**config.mk**
```make
export PLATFORM = sky130hd
export DESIGN_NAME = mpu_regfile
export DESIGN_NICKNAME = d
export VERILOG_FILES = /design/src/rtl/mpu_chk_pkg.sv /design/src/rtl/mpu_regfile.sv
export SDC_FILE = /design/constraint.sdc
export NUM_CORES = 1
export LEC_CHECK = 0
export ABC_AREA = 1
export BUFFER_PORTS_ARGS = -buffer_cell sky130_fd_sc_hd__buf_2
export CORE_MARGIN = 4
export CORE_UTILIZATION = 30
export CTS_CLUSTER_DIAMETER = 100
export CTS_CLUSTER_SIZE = 40
export DETAILED_ROUTE_END_ITERATION = 10
export GPL_ROUTABILITY_DRIVEN = 0
export PLACE_DENSITY = 0.58
export SETUP_SLACK_MARGIN = 0.15
export SYNTH_ARGS = -nofsm -noshare
export SYNTH_HDL_FRONTEND = slang
export SYNTH_SLANG_ARGS = --single-unit
```
**constraint.sdc**
```tcl
create_clock -name clk -period 5.1 [get_ports clk]
set_clock_uncertainty 0.2 [all_clocks]
set_input_delay 1.02 -clock clk [delete_from_list [all_inputs] [get_ports clk]]
set_output_delay 1.02 -clock clk [all_outputs]
set_load 0.005 [all_outputs]
```
**src/rtl/mpu_chk_pkg.sv**
```systemverilog
package mpu_chk_pkg;

  localparam int REG_W = 32;
  localparam int ADR_W = 12;

  localparam logic [ADR_W-1:0] ADR_SWITCH  = 12'h409;
  localparam logic [ADR_W-1:0] ADR_REGION0 = 12'h422;
  localparam logic [ADR_W-1:0] ADR_SIZEREG = 12'h06D;
  localparam int SWITCH_BIT = 30;

  typedef enum logic [1:0] {
    KIND_READ  = 2'd0,
    KIND_WRITE = 2'd1,
    KIND_EXEC  = 2'd2,
    KIND_RSVD  = 2'd3
  } acc_kind_e;

  // Stored permission/size word, bit order matches the register layout
  typedef struct packed {
    logic [2:0] size_hi;  // [11:9]
    logic       k_rd;     // [8]
    logic       k_wr;     // [7]
    logic       k_ex;     // [6]
    logic       u_rd;     // [5]
    logic       u_wr;     // [4]
    logic       u_ex;     // [3]
    logic [1:0] size_lo;  // [1:0]
  } perm_t;

  function automatic perm_t perm_from_word(logic [REG_W-1:0] w);
    perm_t p;
    p.size_hi = w[11:9];
    p.k_rd    = w[8];
    p.k_wr    = w[7];
    p.k_ex    = w[6];
    p.u_rd    = w[5];
    p.u_wr    = w[4];
    p.u_ex    = w[3];
    p.size_lo = w[1:0];
    return p;
  endfunction

  function automatic logic [REG_W-1:0] perm_to_word(perm_t p);
    return {20'd0, p.size_hi, p.k_rd, p.k_wr, p.k_ex,
            p.u_rd, p.u_wr, p.u_ex, 1'b0, p.size_lo};
  endfunction

  function automatic logic [4:0] size_code(perm_t p);
    return {p.size_hi, p.size_lo};
  endfunction

endpackage

```
**src/rtl/mpu_regfile.sv**
```systemverilog
module mpu_regfile
  import mpu_chk_pkg::*;
#(
  parameter int NREG     = 16,
  parameter int MIN_LOG2 = 11,
  parameter int IDX_W    = 4
) (
  input  logic                      clk,
  input  logic                      rst_n,
  input  logic                      reg_wr,
  input  logic [ADR_W-1:0]          reg_addr,
  input  logic [REG_W-1:0]          reg_wdata,
  output logic [REG_W-1:0]          reg_rdata,
  output logic                      en,
  output logic [NREG-1:0]           valid,
  output logic [REG_W-MIN_LOG2-1:0] base_hi [NREG],
  output perm_t                     perm    [NREG]
);

  localparam int BASE_W  = REG_W - MIN_LOG2;
  localparam int WIN_END = int'(ADR_REGION0) + 2 * NREG;

  logic                 en_q, en_d, en_we;
  logic [ADR_W-1:0]     offs;
  logic                 in_win;
  logic [IDX_W-1:0]     widx;
  logic [NREG-1:0]      base_we, perm_we;
  logic [NREG-1:0]      valid_q;
  logic [BASE_W-1:0]    base_q [NREG];
  perm_t                perm_q [NREG];

  // Address decode
  always_comb begin
    offs   = reg_addr - ADR_REGION0;
    in_win = (int'(reg_addr) >= int'(ADR_REGION0)) && (int'(reg_addr) < WIN_END);
    widx   = offs[IDX_W:1];
    en_we  = reg_wr && (reg_addr == ADR_SWITCH);
    en_d   = reg_wdata[SWITCH_BIT];
  end

  always_ff @(posedge clk or negedge rst_n) begin
    if (!rst_n) en_q <= 1'b0;
    else if (en_we) en_q <= en_d;
  end

  for (genvar i = 0; i < NREG; i++) begin : g_reg
    assign base_we[i] = reg_wr && in_win && !offs[0] && (widx == IDX_W'(i));
    assign perm_we[i] = reg_wr && in_win &&  offs[0] && (widx == IDX_W'(i));

    always_ff @(posedge clk or negedge rst_n) begin
      if (!rst_n) begin
        valid_q[i] <= 1'b0;
        base_q[i]  <= '0;
      end else if (base_we[i]) begin
        valid_q[i] <= reg_wdata[0];
        base_q[i]  <= reg_wdata[REG_W-1:MIN_LOG2];
      end
    end

    always_ff @(posedge clk or negedge rst_n) begin
      if (!rst_n) perm_q[i] <= '0;
      else if (perm_we[i]) perm_q[i] <= perm_from_word(reg_wdata);
    end

    assign base_hi[i] = base_q[i];
    assign perm[i]    = perm_q[i];
  end

  // Read-back mux
  always_comb begin
    reg_rdata = '0;
    if (reg_addr == ADR_SWITCH) begin
      reg_rdata[SWITCH_BIT] = en_q;
    end else if (reg_addr == ADR_SIZEREG) begin
      reg_rdata[15:8] = 8'(NREG);
    end else if (in_win) begin
      for (int k = 0; k < NREG; k++) begin
        if (widx == IDX_W'(k)) begin
          if (offs[0]) reg_rdata = perm_to_word(perm_q[k]);
          else         reg_rdata = {base_q[k], {(MIN_LOG2-1){1'b0}}, valid_q[k]};
        end
      end
    end
  end

  assign en    = en_q;
  assign valid = valid_q;

  a_r2_switch_follows_write: assert property (@(posedge clk) disable iff (!rst_n)
    (reg_wr && reg_addr == ADR_SWITCH) |=> (en == $past(reg_wdata[SWITCH_BIT])));

  a_r12_switch_holds: assert property (@(posedge clk) disable iff (!rst_n)
    !(reg_wr && reg_addr == ADR_SWITCH) |=> $stable(en));

  a_r4_size_field: assert property (@(posedge clk) disable iff (!rst_n)
    (reg_addr == ADR_SIZEREG) |-> (reg_rdata[15:8] == 8'(NREG) && reg_rdata[7:0] == 8'd0));

endmodule

```
==> results of run 1 <==
-- sequential cells by signal, indices dropped and copies added (netlist names) --
signal / count
perm: 176
valid: 16
base_hi: 336
en: 1
-- through the flow --
stage | area (µm²) | power, mW | setup WS (ps) | std cells | utilization (%)
finish | 30000 | 8.04 | 349 | 4653 | 36.6
global route | 30000 | 8.33 | 173 | 4651 | 36.6
CTS | 30000 | 8.14 | 281 | 4651 | 36.6
detailed placement | 28800 | 4.91 | 285 | 4596 | 35.1
global placement | 28800 | 4.90 | 271 | 4596 | 35.1
floorplan | 24800 | 4.56 | 1330 | 3082 | -
-- layout by cell type, fill, tap and decap left out, types with 4 or more instances in the layout --
| master | count |
|---|---|
| buf_4 | 53 |
| clkinv_16 | 9 |
| nand3_1 | 69 |
| o21ai_0 | 297 |
| nand2_2 | 13 |
| nand2_8 | 11 |
| o211ai_1 | 12 |
| buf_12 | 18 |
| o21ai_1 | 244 |
| buf_2 | 603 |
| nor2_2 | 9 |
| a31oi_1 | 46 |
| o21ai_2 | 11 |
| nand2_1 | 1195 |
| clkbuf_16 | 31 |
| mux2i_1 | 4 |
| or2_2 | 13 |
| nand4_1 | 45 |
| nor2_1 | 100 |
| inv_1 | 98 |
| a21oi_1 | 128 |
| inv_2 | 5 |
| dfrtp_1 | 529 |
-- where the power goes --
part           leakage [nW]  total (mW)  internal (mW)  switching, mW
clock                 0.586        3.23           1.35           1.88
combinational          7.38       0.577          0.129          0.448
sequential             7.29        4.23           4.21         0.0188
total                  15.3        8.04           5.69           2.35
-- worst max path at each step --
| stage | depth (start not counted) | end | slack, ps |
|---|---|---|---|
| 2_1_floorplan | 13 | reg_rdata[10] | 1330 |
| 3_3_place_gp | 17 | reg_rdata[21] | 270 |
| 3_5_place_dp | 18 | reg_rdata[30] | 290 |
| 4_1_cts | 18 | reg_rdata[30] | 280 |
| 5_1_grt | 18 | reg_rdata[20] | 170 |
| 6_report | 18 | reg_rdata[3] | 350 |
-- logic make-up (layout without fill, tap and decap cells) --
| kind of cell | count (synthesis) | after routing |
|---|---|---|
| DFF | 529 | 529 |
| muxes | 5 | 5 |
| buffers and inverters | 340 | 839 |
| other | 1 | 3 |
| AOI/OAI and AO/OA | 738 | 738 |
| and+or+nand+nor | 1469 | 1469 |
-- critical path, delay by kind of cell --
family / cells / cell delay (ps)
simple gates: 11 / 1170
buf+inv: 5 / 890
compound gates: 2 / 420
-- cell usage after synthesis, types with 2 or more instances --
cell type,count
nor2_1,109
a21oi_1,128
nand3_1,70
inv_4,2
o211ai_1,12
nand4_1,45
or2_2,13
o21ai_1,244
nor2_8,3
nand2_8,11
inv_2,5
buf_1,4
mux2i_1,4
dfrtp_1,529
buf_4,28
buf_2,82
inv_1,99
buf_6,19
clkbuf_1,99
nand2_2,13
a31oi_1,46
nand2_1,1195
nor4_1,2
o21ai_0,297
o21ai_2,11
-- final cells by class --
cell class              instances  area [µm²]
clock inverters                23         474
repair buffers                677        3810
fillers                      8709       51900
well taps                    1070        1340
multi-input cells            2213        9960
clock buffers                  32         790
diodes                          2        5.00
flip-flops and latches        529       13200
inverters                     107         409
-- metal layers --
metal	global-route usage [%]	share of wire, %	vias to the layer above
li1	-	-	11000
met1	30.7	40	11400
met2	41.6	48	933
met3	6.10	8.9	160
met4	7.92	3.7	6
met5	0	0.037	-
==> results_dict.tcl, run 1 <==
set metrics [dict create \
    yosysWarnings 0 \
    fin_crit_sh_pct 93.1 \
    fmax_mhz 211 \
    postCtsHoldBufs 0 \
    synthSimpleGateAreaFrac_pct 24.4 \
    tns_ps 0 \
    grt_overflow 0 \
    synth.area.mux_share_pct 0.207 \
    slew_headroom_pct 33.1 \
    synth_top_cells_by_area "dfrtp_1, nand2_1, o21ai_0" \
    ys_async_sr_fraction_pct 100 \
    cts_buffers 30 \
    yosysTopAreaCell "dfrtp_1" \
    postRouteAntennaNets 0 \
    cts_num_sinks 529 \
    fp.dieW_um 296 \
    core-area_um2 82000 \
    grt_max_degree 121 \
    powerDensity_nw_per_um2 268 \
    grt_pass1_wl_mm 159 \
    synthDistinctLibCells 37 \
    syn_nets 3129 \
    drt_iter0_drc 1805 \
    min_period_ps 4750 \
    areaGrowthSynthToFinish_pct 21.0 \
    r2r_end "base_hi[10]" \
    rrSetupSlack_ps 4080 \
    path_clk_slew_ps 110 \
    synth_cells 3082 \
    critical_path_arrival_ps 3530 \
    die_y_um 296 \
    cts_tree "done" \
    syn_area_um2 24800 \
    reg2reg_from "base_hi[10]" \
    cp_max_fo 10 \
    synth_xor_area_share_pct 0 \
    synth_top_flop_cell "dfrtp_1" \
    post_cts_buffers 0 \
    drc 0 \
    synth_top_family_by_area "simple AND/OR/NAND/NOR gates" \
    leakagePower_nw 15.3 \
    timing_hold_violations_final 0 \
    initial_utilization_pct 30.3 \
    numPortBuffers 605 \
    cts_root_buf "clkbuf_16" \
    cp-end-kind "output port" \
    worst_pin_slew_ps 1000 \
    hold_slack_ps 147 \
    vias 23500 \
    status "finished, final reports clean" \
    clk_latency_ps 630 \
    crit_slowest_cell "a21oi_1" \
    cts-resized-gates 0 \
    h-tree-depth 1 \
    ios 608 \
    grt_pass1_vias 22400 \
    drive_above_1_share_pct 22.5 \
    synth_seq_cells 529 \
    ctsLongestPathBuffers 3 \
    cp_cell_sequence "buf_2 > inv_1 > nand4_1 > inv_1 > buf_4 > a21oi_1 > nand4_1 > nand2_1 > nand2_1 > nand2_1 > nand2_1 > nand2_1 > nand2_1 > nand2_1 > nand2_1 > nand2_1 > a21oi_1 > buf_2" \
    avgSynthCellArea_um2 8.05 \
    yosysTopAreaCellShare_pct 53.3 \
    cpPeakStageDelay_ps 330 \
    rr_worst_depth 4 \
    antenna_found_initial 5 \
    routedWlPerCell_um 23.8 \
    critPathLaunch "reg_addr[1]" \
    grt_use_total_pct 24.5 \
    crit_required_ps 3880 \
    cp-start-kind "input port" \
    dieArea_um2 87400 \
    vias_per_cell 5.04 \
    crit_path_frequent_cell "nand2_1" \
    routed_wl_mm 111 \
    synth-compound-area-share_pct 15.4 \
    synth_seq_area_share_pct 53.3 \
    ir_drop_uv 275 \
    cap_violations 0 \
    setup_viol 0 \
    rsz0062_at_grt "false" \
    synth_fa_ha_area_share_pct 0 \
    drv_slew 0 \
    dp_hpwl_mm 80.8 \
    critPathKind "in2out" \
    min_path_type "in2async" \
    nets 3605 \
    dr.pass1.iters 7 \
    synth_edf_count 0 \
    rows 105 \
]
No activity file was read; power rests on OpenSTA's default activity.
==> run 2, diff against run 1 <==
==> constraint.sdc (replaced) <==
create_clock -name clk -period 5.1 [get_ports clk]
set_clock_uncertainty 0.2 [all_clocks]
set_input_delay 0.255 -clock clk [delete_from_list [all_inputs] [get_ports clk]]
set_output_delay 0.255 -clock clk [all_outputs]
set_load 0.005 [all_outputs]
==> results_dict.tcl, run 2 (synthesis gave the netlist of run 1 again) <==
set metrics [dict create \
    status "finished, final reports clean" \
    h-tree-depth 1 \
    setup_ws_ps 1480 \
    finalPower_mw 7.87 \
    cp-end-kind "output port" \
    ir_drop_uv 243 \
    placed_cell_area_um2 28300 \
    crit_path_frequent_cell "nand2_1" \
    drt_iter0_drc 1961 \
    dieArea_um2 87400 \
    final_cell_mix "nand2_1, buf_2, dfrtp_1" \
    slew_headroom_pct 23.7 \
    min_path_type "in2async" \
    grt_max_degree 136 \
    rows 105 \
    vias_per_cell 5.00 \
    cts_buffers 28 \
    clk_latency_ps 610 \
    fin_crit_sh_pct 71.0 \
    antenna_found_initial 2 \
    postRouteAntennaNets 0 \
    rsz0062_at_grt "false" \
    crit_required_ps 4640 \
    routed_wl_mm 110 \
    drv_slew 0 \
    critPathKind "in2out" \
    cts_root_buf "clkbuf_16" \
    cp-start-kind "input port" \
    setup_viol 0 \
    cpPeakStageDelay_ps 660 \
    wl_met3_mm 9.09 \
    pre_cts_ws_ps 1310 \
    cap_violations 0 \
    die_y_um 296 \
    cp_cell_sequence "buf_2 > inv_2 > nand4_1 > buf_4 > inv_1 > buf_4 > nand2_1 > nand2_1 > nand2_1 > nand3_1 > nand2_1 > nand3_1 > nand2_1 > nand3_1 > nand2_1 > nand4_1 > nand2_1 > a21oi_1 > buf_2" \
    critical_path_arrival_ps 3170 \
    largest_reg_flops 336 \
    grt_pass1_vias 21900 \
    leakagePower_nw 15.1 \
    tns_ps 0 \
    initial_utilization_pct 30.3 \
    nets 3597 \
    wl_met1_mm 44.5 \
    grt_overflow 0 \
    reg2reg_from "base_hi[17]" \
    core-area_um2 82000 \
    timing_hold_violations_final 0 \
    crit_family "buffers and inverters" \
    fp.dieW_um 296 \
    critPathLaunch "reg_addr[4]" \
    areaGrowthSynthToFinish_pct 19.9 \
    min_period_ps 3620 \
    fmax_mhz 276 \
    top_layer_used "met4" \
    ctsLongestPathBuffers 3 \
    path_clk_slew_ps 120 \
    vias 23200 \
    grt_pass1_wl_mm 158 \
    dr.pass1.iters 5 \
    mostFrequentLayoutCell "nand2_1" \
    grt_use_total_pct 24.3 \
    cp_num_buf_inv 6 \
    ios 608 \
    dp_hpwl_mm 79.7 \
    stdcell_area_um2 29800 \
    cp_max_fo 19 \
    drc 0 \
    drive_above_1_share_pct 21.6 \
    routedWlPerCell_um 23.8 \
    wl_met2_mm 53.0 \
    cts_num_sinks 529 \
    powerDensity_nw_per_um2 264 \
    crit_slowest_cell "inv_1" \
    numPortBuffers 605 \
    cts_tree "done" \
    worst_pin_slew_ps 1140 \
]
run 2: changes by cell type in the layout (fill, tap and decap cells not counted), moves of 2 or more:
cell / delta
inv_16: -2
buf_4: -16
buf_12: -15
inv_12: +4
inv_8: +2
dlygate4sd3_1: +26
clkbuf_16: -2
clkinv_4: -2
clkinv_2: +2
run 2: path summary, 6_finish.rpt:
path	end	slack (ps)	cells past startpoint
min	perm[9]	30	2
min in group clk	perm[52]	40	3
max in group asynchronous	base_hi[3]	3400	3
max	reg_rdata[19]	1480	19
min reg2reg	base_hi[224]	320	2
max reg2reg	base_hi[17]	4060	2
run 2: report_power, final:
group	switching [mW]	total [mW]	internal, mW	leakage (nW)
combinational	0.457	0.584	0.128	7.27
clock	1.84	3.05	1.22	0.545
sequential	0.0183	4.23	4.21	7.29
total	2.31	7.87	5.56	15.1
run 2: per-layer routing:
metal	GRT usage (%)	up-vias
li1	-	11000
met1	30.8	11200
met2	41.6	927
met3	5.45	126
met4	7.07	0
met5	0	-
run 2: repair_timing:
action / in CTS / in global routing
hold buffers: 26 / 0
gates resized for setup: 0 / 0
hold endpoints to repair: 124 / 0
setup buffers: 0 / 0
run 2: through the flow:
step | instances | hold WS [ps] | util (%)
6_report | 4645 | 33.1 | 36.3
5_1_grt | 4643 | 56.4 | 36.3
4_1_cts | 4642 | 9.84 | 36.3
3_5_place_dp | 4564 | 123 | 34.6
3_3_place_gp | 4564 | 133 | 34.6
2_1_floorplan | 3082 | -241 | -
run 2: cell type report:
type	instances	area [µm²]
clock inverters	23	438
diodes	3	7.51
inverters	107	409
clock buffers	29	726
repair buffers	671	3640
fillers	8713	52200
flip-flops and latches	529	13200
well taps	1070	1340
multi-input cells	2213	9970
